**src/rtl/intc_pkg.sv**
```systemverilog
package intc_pkg;
  typedef enum logic [2:0] {
    OP_NOP   = 3'd0,
    OP_MASK  = 3'd1,
    OP_TIMER = 3'd2,
    OP_RET   = 3'd3,
    OP_WAIT  = 3'd4
  } intc_op_e;

  localparam int TIMER_LINE = 0;
  localparam int BREAK_LINE = 1;
  localparam int ALIGN_LINE = 2;
endpackage

```
**src/rtl/intc_timer.sv**
```systemverilog
module intc_timer #(
  parameter int W = 32
) (
  input  logic         clk,
  input  logic         rst_n,
  input  logic         load,
  input  logic [W-1:0] load_val,
  output logic [W-1:0] count,
  output logic         fire
);
  localparam logic [W-1:0] ONE = W'(1);

  // fires on the 1 -> 0 step unless a reload replaces it
  assign fire = (count == ONE) && !load;

  always_ff @(posedge clk) begin
    if (!rst_n)              count <= '0;
    else if (load)           count <= load_val;
    else if (count != '0)    count <= count - ONE;
  end
endmodule

```
**src/rtl/intc_pend.sv**
```systemverilog
module intc_pend #(
  parameter int           N     = 32,
  parameter logic [N-1:0] PULSE = '1,
  parameter logic [N-1:0] DIS   = '0
) (
  input  logic         clk,
  input  logic         rst_n,
  input  logic [N-1:0] raw,
  input  logic [N-1:0] clr,
  output logic [N-1:0] pend
);
  for (genvar i = 0; i < N; i++) begin : g_line
    logic q;
    if (DIS[i]) begin : g_off
      // blocked line never pends
      assign q = 1'b0;
    end else if (PULSE[i]) begin : g_latch
      // held until dispatch
      always_ff @(posedge clk) begin
        if (!rst_n) q <= 1'b0;
        else        q <= (q | raw[i]) & ~clr[i];
      end
    end else begin : g_level
      // follows the sampled level
      always_ff @(posedge clk) begin
        if (!rst_n) q <= 1'b0;
        else        q <= raw[i] & ~clr[i];
      end
    end
    assign pend[i] = q;
  end
endmodule

```
**src/rtl/intc_vec.sv**
```systemverilog
module intc_vec
  import intc_pkg::*;
#(
  parameter int           N           = 32,
  parameter int           W           = 32,
  parameter logic [N-1:0] DIS_LINES   = '0,
  parameter logic [N-1:0] PULSE_LINES = '1,
  parameter logic [W-1:0] ENTRY_ADDR  = W'(16)
) (
  input  logic         clk,
  input  logic         rst_n,
  input  logic [N-1:0] irq_lines,
  input  logic         trap_break,
  input  logic         trap_misalign,
  input  logic         cmd_valid,
  output logic         cmd_ready,
  input  logic [2:0]   cmd_op,
  input  logic [W-1:0] cmd_arg,
  output logic [W-1:0] rsp_data,
  output logic         enter_req,
  input  logic         enter_ack,
  output logic [W-1:0] enter_pc,
  input  logic [W-1:0] ret_addr_in,
  output logic [N-1:0] eoi,
  output logic [N-1:0] svc_mask,
  output logic         halt
);
  logic [N-1:0] mask_q, pend, raw, clr, dmask, eff_mask;
  logic [W-1:0] ret_q, tmr_count;
  logic         tmr_fire, active, take, hs;
  logic         do_mask, do_tmr, do_ret;

  assign hs      = cmd_valid && cmd_ready;
  assign do_mask = hs && (cmd_op == OP_MASK);
  assign do_tmr  = hs && (cmd_op == OP_TIMER);
  assign do_ret  = hs && (cmd_op == OP_RET);

  intc_timer #(.W(W)) u_tmr (
    .clk(clk), .rst_n(rst_n), .load(do_tmr), .load_val(cmd_arg),
    .count(tmr_count), .fire(tmr_fire)
  );

  always_comb begin
    raw = irq_lines;
    raw[TIMER_LINE] = irq_lines[TIMER_LINE] | tmr_fire;
    raw[BREAK_LINE] = irq_lines[BREAK_LINE] | trap_break;
    raw[ALIGN_LINE] = irq_lines[ALIGN_LINE] | trap_misalign;
  end

  intc_pend #(.N(N), .PULSE(PULSE_LINES), .DIS(DIS_LINES)) u_pend (
    .clk(clk), .rst_n(rst_n), .raw(raw), .clr(clr), .pend(pend)
  );

  // dispatch condition
  assign eff_mask  = mask_q | DIS_LINES;
  assign dmask     = pend & ~eff_mask;
  assign active    = |eoi;
  assign enter_req = !active && !halt && (|dmask);
  assign take      = enter_req && enter_ack;
  assign clr       = take ? dmask : '0;
  assign enter_pc  = ENTRY_ADDR;

  // only the wait command back-pressures
  assign cmd_ready = (cmd_op == OP_WAIT) ? (|pend) : 1'b1;

  always_comb begin
    unique case (cmd_op)
      OP_MASK:  rsp_data = W'(mask_q);
      OP_TIMER: rsp_data = tmr_count;
      OP_RET:   rsp_data = ret_q;
      OP_WAIT:  rsp_data = W'(pend);
      default:  rsp_data = '0;
    endcase
  end

  always_ff @(posedge clk) begin
    if (!rst_n) begin
      mask_q   <= '1;
      eoi      <= '0;
      svc_mask <= '0;
      ret_q    <= '0;
      halt     <= 1'b0;
    end else begin
      if (do_mask) mask_q <= cmd_arg[N-1:0];
      if (take) begin
        eoi      <= dmask;
        svc_mask <= dmask;
        ret_q    <= ret_addr_in;
      end else if (do_ret) begin
        eoi <= '0;
      end
      if ((trap_break && eff_mask[BREAK_LINE]) ||
          (trap_misalign && eff_mask[ALIGN_LINE]))
        halt <= 1'b1;
    end
  end
endmodule

```
**config.mk**
```make
export PLATFORM = sky130hd
export DESIGN_NAME = intc_vec
export DESIGN_NICKNAME = d
export VERILOG_FILES = /design/src/rtl/intc_pkg.sv /design/src/rtl/intc_timer.sv /design/src/rtl/intc_pend.sv /design/src/rtl/intc_vec.sv
export SDC_FILE = /design/constraint.sdc
export NUM_CORES = 1
export LEC_CHECK = 0
export CORE_ASPECT_RATIO = 1.1
export CORE_UTILIZATION = 50
export CTS_CLUSTER_SIZE = 12
export DETAILED_ROUTE_END_ITERATION = 16
export PLACE_DENSITY = 0.93
export SLEW_MARGIN = 0
export SYNTH_ARGS = -nofsm -noshare
export SYNTH_HDL_FRONTEND = slang
export SYNTH_HIERARCHICAL = 1
export SYNTH_SLANG_ARGS = --single-unit
```
**constraint.sdc**
```tcl
create_clock -name clk -period 4.88 [get_ports clk]
set_input_delay 0.976 -clock clk [delete_from_list [all_inputs] [get_ports clk]]
set_output_delay 0.976 -clock clk [all_outputs]
set_load 0.1 [all_outputs]
```
==> impl_metrics.py, run 1 <==
metrics = {
    "drt": {
        "post-route-drc-count": 0,
        "routed_wl_um": 31690,
        "ant_nets": 0,
        "wl_per_cell_um": 20.40,
        "drtPass1Iterations": 7,
        "vias": 9524,
        "detail_route.iter0.violations": 1204,
        "vias_per_cell": 6.133,
    },
    "logic_synthesis": {
        "synth_compound_area_share_pct": 10.71,
        "synth_top_area_cell": "dfxtp_1",
        "synth_top_area_share_pct": 39.59,
        "synthMuxAreaShare_pct": 6.667,
        "ys_async_sr_fraction_pct": 0,
        "synth_ff_type": "dfxtp_1",
        "synth_edf_count": 0,
        "yosys.cell_count.top_type": "nand2_1",
        "syn-cell-area_mm2": 0.009759,
        "syn_inst": 1161,
        "ys_top_cells_by_count": "nand2_1, dfxtp_1, nor2_1, mux2i_1",
        "synth_fa_ha_area_share_pct": 0.2564,
        "yosys.area_share.simple_pct": 32.00,
        "synth_top_family_by_area": "simple AND/OR/NAND/NOR gates",
        "synth.area.top_cells": "dfxtp_1, nand2_1, mux2i_1",
        "synth_xor_area_share_pct": 1.974,
        "yosysSeqAreaShare_pct": 39.59,
        "yosys_register_bits": 193,
        "yosys_warnings": 6,
        "synthDistinctLibCells": 59,
        "syn_avg_cell_area_um2": 8.406,
    },
    "critical_path": {
        "startpoint_type": "flop",
        "worstPathBufferInverterCount": 1,
        "critical-path-top-delay-family": "buffers and inverters",
        "regToRegStartpoint": "u_tmr/count[8]$_SDFFE_PN0P_",
        "criticalPathCategory": "flop to output port",
        "cp_slowest_stage_delay_ps": 970,
        "worstPathRequired_ps": 3900,
        "critPathLaunch": "eff_mask[10]$_SDFFE_PN1P_",
        "end_kind": "output port",
        "worst_path_max_delay_cell": "clkdlybuf4s50_1",
        "cp.arrival_ps": 3050,
        "reg2reg_depth": 5,
        "path_cells": "nand2b_1 -> nand4_1 -> or4_4 -> o21a_1 -> clkdlybuf4s50_1",
        "worst-path-stages": 5,
        "worst-path-max-fanout": 4,
    },
    "finish": {
        "final_area_mm2": 0.01246,
        "syn_to_final_growth_pct": 27.71,
        "regArea_mm2": 0.003864,
        "diodes": 0,
        "multi_input_area_mm2": 0.005186,
        "drive_gt1_share_pct": 10.41,
        "fillers": 1510,
        "nets": 1401,
    },
    "die": {
        "start_util_pct": 51.10,
        "rows": 53,
        "floorplan.io_pins": 236,
        "die_area_mm2": 0.02008,
        "die_y_um": 148.5,
        "core_mm2": 0.01910,
        "die_x_um": 135.2,
    },
    "timing": {
        "worst_slew_pin_slew_ps": 1172,
        "finalCritPeriodShare_pct": 82.47,
        "final.min_clock_period_ps": 4024,
        "report.final.slew_viol_count": 0,
        "setup-tns-final_ps": 0,
        "hold_viol_final": 0,
        "finClkSkew_ps": 7.618,
        "max_freq_mhz": 248.5,
        "setup_viol": 0,
        "rsz0062_at_grt": "no",
        "relSlewSlack_pct": 21.66,
        "hold_ws_ps": 459.3,
        "worst_slack_ps": 855.6,
    },
    "clock_tree": {
        "clkLatencyLatePin_ps": 440,
        "cts.sinks": 193,
        "post_cts_resize_count": 0,
        "clk_path_buf_depth": 2,
        "cts_tree": "yes",
        "ctsRootBufferMaster": "clkbuf_16",
        "cts_max_level": 4,
        "cts_buffers": 17,
        "cts_setup_buffers": 0,
        "cts_hold_buf": 0,
        "path_clk_slew_ps": 70,
    },
    "hold_path": {
        "hold_depth": 2,
        "hp-start": "svc_mask[27]$_SDFFE_PN0P_",
        "holdCritPathClass": "flop to flop",
    },
    "placement": {
        "pre_cts_ws_ps": 1229,
        "dp_hpwl_um": 23010,
        "place.gp.congestion": 0.9403,
        "port_buffers": 203,
        "dpl-instance-area_mm2": 0.01183,
    },
    "global_route": {
        "busiest_layer": "met2",
        "track_usage_pct": 31.28,
        "use_met1_pct": 40.49,
        "met2_usage_pct": 49.51,
        "grt_max_degree": 119,
        "grt_pass1_wl_um": 47750,
        "grt-ovfl-total": 0,
        "antenna_found_initial": 0,
        "grtUsageMet3_pct": 6.271,
        "grt_pass1_vias": 8828,
    },
    "power_and_ir_drop": {
        "powerDensity_mw_per_mm2": 431.0,
        "ir_drop_v": 0.0002729,
        "power.total_uw": 5372,
        "leakage_uw": 0.004855,
    },
    "job": {
        "maxCapViolCount": 0,
    },
    "run_status": {
        "outcome": "completed",
    },
}
==> cell families after synthesis <==
group	after synthesis
fa+ha+maj	2
buf+inv	138
other cells	2
compound gates	151
mux	65
simple gates	588
flops	193
xor+xnor	22
==> layer usage <==
| metal | share of wire (%) | vias up |
|---|---|---|
| met2 | 46 | 699 |
| met4 | 4.5 | 0 |
| met3 | 11 | 132 |
| li1 | - | 4221 |
| met1 | 38 | 4472 |
| met5 | 0 | - |
==> worst min-delay path, cell delays in order, from the launching register on <==
cell and delay [ps]:
dfxtp_1 310, nand2_1 50, mux2i_1 50
==> worst paths after layout <==
kind | to | slack (ps)
worst max register to register | u_tmr/count[15]$_SDFFE_PN0P_ | 2040
worst min-delay path | svc_mask[27]$_SDFFE_PN0P_ | 460
worst max-delay path | enter_req | 860
worst min register to register | svc_mask[27]$_SDFFE_PN0P_ | 460
==> power by group <==
group / switching, uW / internal [uW] / total [uW]
registers: 257 / 1730 / 1990
logic: 1190 / 689 / 1880
clock network: 622 / 884 / 1510
total: 2070 / 3300 / 5370
==> layout make-up <==
class	count	area share [%]
Clock buffer	19	3.634
Inverter	3	0.09035
Sequential cell	193	31.00
Multi-Input combinational cell	860	41.61
Timing Repair Buffer	219	19.73
Tap cell	247	2.480
Clock inverter	12	1.456
==> sequential cells by signal, indices dropped and copies added, names as in the netlist <==
| name | flops |
|---|---|
| eff_mask | 32 |
| eoi | 32 |
| ret_q | 32 |
| svc_mask | 32 |
| u_pend/g_line.q | 32 |
| u_tmr/count | 32 |
| halt | 1 |
==> layout by cell type (no fill, tap or decap), types with 4 or more instances in the layout <==
cell             instances
nand2b_1                40
clkbuf_16               17
nor4_1                  32
nand2_1                250
nor3_1                  12
buf_12                  31
a22oi_1                 64
xor2_1                  10
o211a_1                  9
o21ai_0                 49
buf_4                   18
or3_1                    7
nand4_1                 15
or4_1                    6
and2_1                   7
or2_2                    6
nor2_1                  79
xnor2_1                 12
clkinvlp_4               4
conb_1                  32
bufinv_16                4
nor3b_2                 34
nand3_1                 47
nand3b_1                32
clkdlybuf4s50_1        169
dfxtp_1                193
o31ai_1                  7
mux2i_1                 65
==> per-stage QoR <==
step                instances  utilization, %
detailed placement       1522           61.94
finish                   1553           65.26
floorplan                1191               -
CTS                      1553           65.26
global placement         1522           61.94
global route             1553           65.26
Note: power is estimated with default switching activity, not from simulation.
==> run 2, diff against run 1 <==
==> constraint.sdc (replaced) <==
create_clock -name clk -period 3.76 [get_ports clk]
set_input_delay 0.752 -clock clk [delete_from_list [all_inputs] [get_ports clk]]
set_output_delay 0.752 -clock clk [all_outputs]
set_load 0.1 [all_outputs]
==> run 2 against run 1 <==
Die area unchanged. Via count is 1.2% lower. Count of clock-buffer cells in the layout is 1 lower. Final cell count is 0.45% higher. Clock skew up 1.4 ps. Worst hold slack better by 0.90 ps. Worst setup slack worse by 320 ps. Largest power group unchanged. Clock power up 26%. Critical path depth increased by 1.
==> impl_metrics.py, run 2 (synthesized netlist as in run 1, its figures left out) <==
metrics = {
    "clock_tree": {
        "cts_tree": "yes",
        "cts_hold_buf": 0,
        "path_clk_slew_ps": 70,
        "cts_max_level": 4,
        "clkLatencyLatePin_ps": 430,
        "cts_buffers": 17,
        "cts_setup_buffers": 0,
        "clk_path_buf_depth": 2,
        "ctsRootBufferMaster": "clkbuf_16",
        "post_cts_resize_count": 0,
        "cts.sinks": 193,
    },
    "drt": {
        "vias_per_cell": 6.032,
        "vias": 9410,
        "routed_wl_um": 31100,
        "post-route-drc-count": 0,
        "wl_per_cell_um": 19.93,
        "ant_nets": 0,
        "detail_route.iter0.violations": 1330,
        "drtPass1Iterations": 6,
    },
    "hold_path": {
        "hp-start": "svc_mask[24]$_SDFFE_PN0P_",
        "holdCritPathClass": "flop to flop",
    },
    "finish": {
        "regArea_mm2": 0.003864,
        "mostFrequentLayoutCells": "nand2_1, dfxtp_1, clkdlybuf4s50_1",
        "diodes": 0,
        "drive_gt1_share_pct": 10.97,
        "final_area_mm2": 0.01253,
        "fillers": 1486,
        "post_layout_nonfiller_instances": 1560,
        "nets": 1407,
        "final_common_cell": "nand2_1",
        "multi_input_area_mm2": 0.005186,
        "syn_to_final_growth_pct": 28.35,
    },
    "global_route": {
        "antenna_found_initial": 0,
        "grt_max_degree": 98,
        "grt_pass1_wl_um": 47850,
        "track_usage_pct": 30.98,
        "grt-ovfl-total": 0,
        "grt_pass1_vias": 8750,
    },
    "power_and_ir_drop": {
        "p_sw_uw": 2720,
        "seqPwrFrac_pct": 37.1,
        "combinationalPowerShare_pct": 35.6,
        "leakage_uw": 0.004902,
        "p_clk_share_pct": 27.3,
        "ir_drop_v": 0.0003390,
        "power.total_uw": 6963,
        "swShare_pct": 39.07,
        "internal-power_uw": 4243,
        "powerDensity_mw_per_mm2": 555.9,
    },
    "timing": {
        "finalCritPeriodShare_pct": 85.75,
        "relSlewSlack_pct": 28.91,
        "setup_viol": 0,
        "final.min_clock_period_ps": 3224,
        "worst_slew_pin_slew_ps": 1063,
        "rsz0062_at_grt": "no",
        "setup-tns-final_ps": 0,
        "report.final.slew_viol_count": 0,
        "worst_slack_ps": 535.8,
        "max_freq_mhz": 310.2,
        "hold_viol_final": 0,
        "finClkSkew_ps": 9.045,
    },
    "placement": {
        "dp_hpwl_um": 22680,
        "dpl-instance-area_mm2": 0.01191,
        "port_buffers": 203,
        "post-place-cells": 1528,
        "pre_cts_ws_ps": 587.4,
        "place.gp.congestion": 0.9601,
    },
    "die": {
        "rows": 53,
        "die_area_mm2": 0.02008,
        "floorplan.io_pins": 236,
        "core_mm2": 0.01910,
        "start_util_pct": 51.10,
        "die_x_um": 135.2,
        "die_y_um": 148.5,
    },
    "run_status": {
        "outcome": "completed",
    },
    "critical_path": {
        "end_kind": "output port",
        "cp.arrival_ps": 2470,
        "critPathLaunch": "cmd_op[2]",
        "worst-path-max-fanout": 33,
        "regToRegStartpoint": "u_tmr/count[0]$_SDFFE_PN0P_",
        "criticalPathCategory": "primary input to output port",
        "worstPathRequired_ps": 3010,
        "startpoint_type": "primary input",
    },
    "job": {
        "maxCapViolCount": 0,
    },
}
## run 2: worst paths after layout
kind / slack (ps) / end / cells past startpoint
worst max-delay path: 540 / rsp_data[18] / 6
worst min-delay path: 460 / svc_mask[24]$_SDFFE_PN0P_ / 2
worst max register to register: 970 / u_tmr/count[13]$_SDFFE_PN0P_ / 7
worst min register to register: 460 / svc_mask[24]$_SDFFE_PN0P_ / 2
## run 2: routing by layer
layer | vias up | global-route usage (%) | routed length [um]
li1 | 4215 | - | -
met1 | 4426 | 41.08 | 12260
met4 | 0 | 14.89 | 1378
met5 | - | 0 | 0
met2 | 658 | 48.51 | 14190
met3 | 111 | 5.556 | 3269
## run 2: area by class of cell
class	instances	area share [%]
multi-input combinational	860	41.40
sequential	193	30.85
timing repair buffer	225	20.27
clock buffer	18	3.506
tap	247	2.467
clock inverter	14	1.418
inverter	3	0.08990
## run 2: per-stage QoR
step | util [%] | hold slack (ps)
global placement | 62.36 | 443.6
CTS | 65.59 | 460.7
detailed placement | 62.36 | 446.0
floorplan | - | 434.4
finish | 65.59 | 460.2
global route | 65.59 | 478.7
## run 2: critical path, cell delays in order
cell and delay, ps:
clkdlybuf4s50_1 540, and3b_1 190, buf_4 250, a22oi_1 340, nand2_1 180, buf_12 200
## run 2: power groups by stage
stage	Sequential, uW	Clock (uW)	Combinational, uW
2_1_floorplan	2500	0	1830
3_3_place_gp	2590	0	2340
3_5_place_dp	2600	0	2370
4_1_cts	2560	1910	2410
5_1_grt	2600	2000	2610
6_report	2580	1900	2480
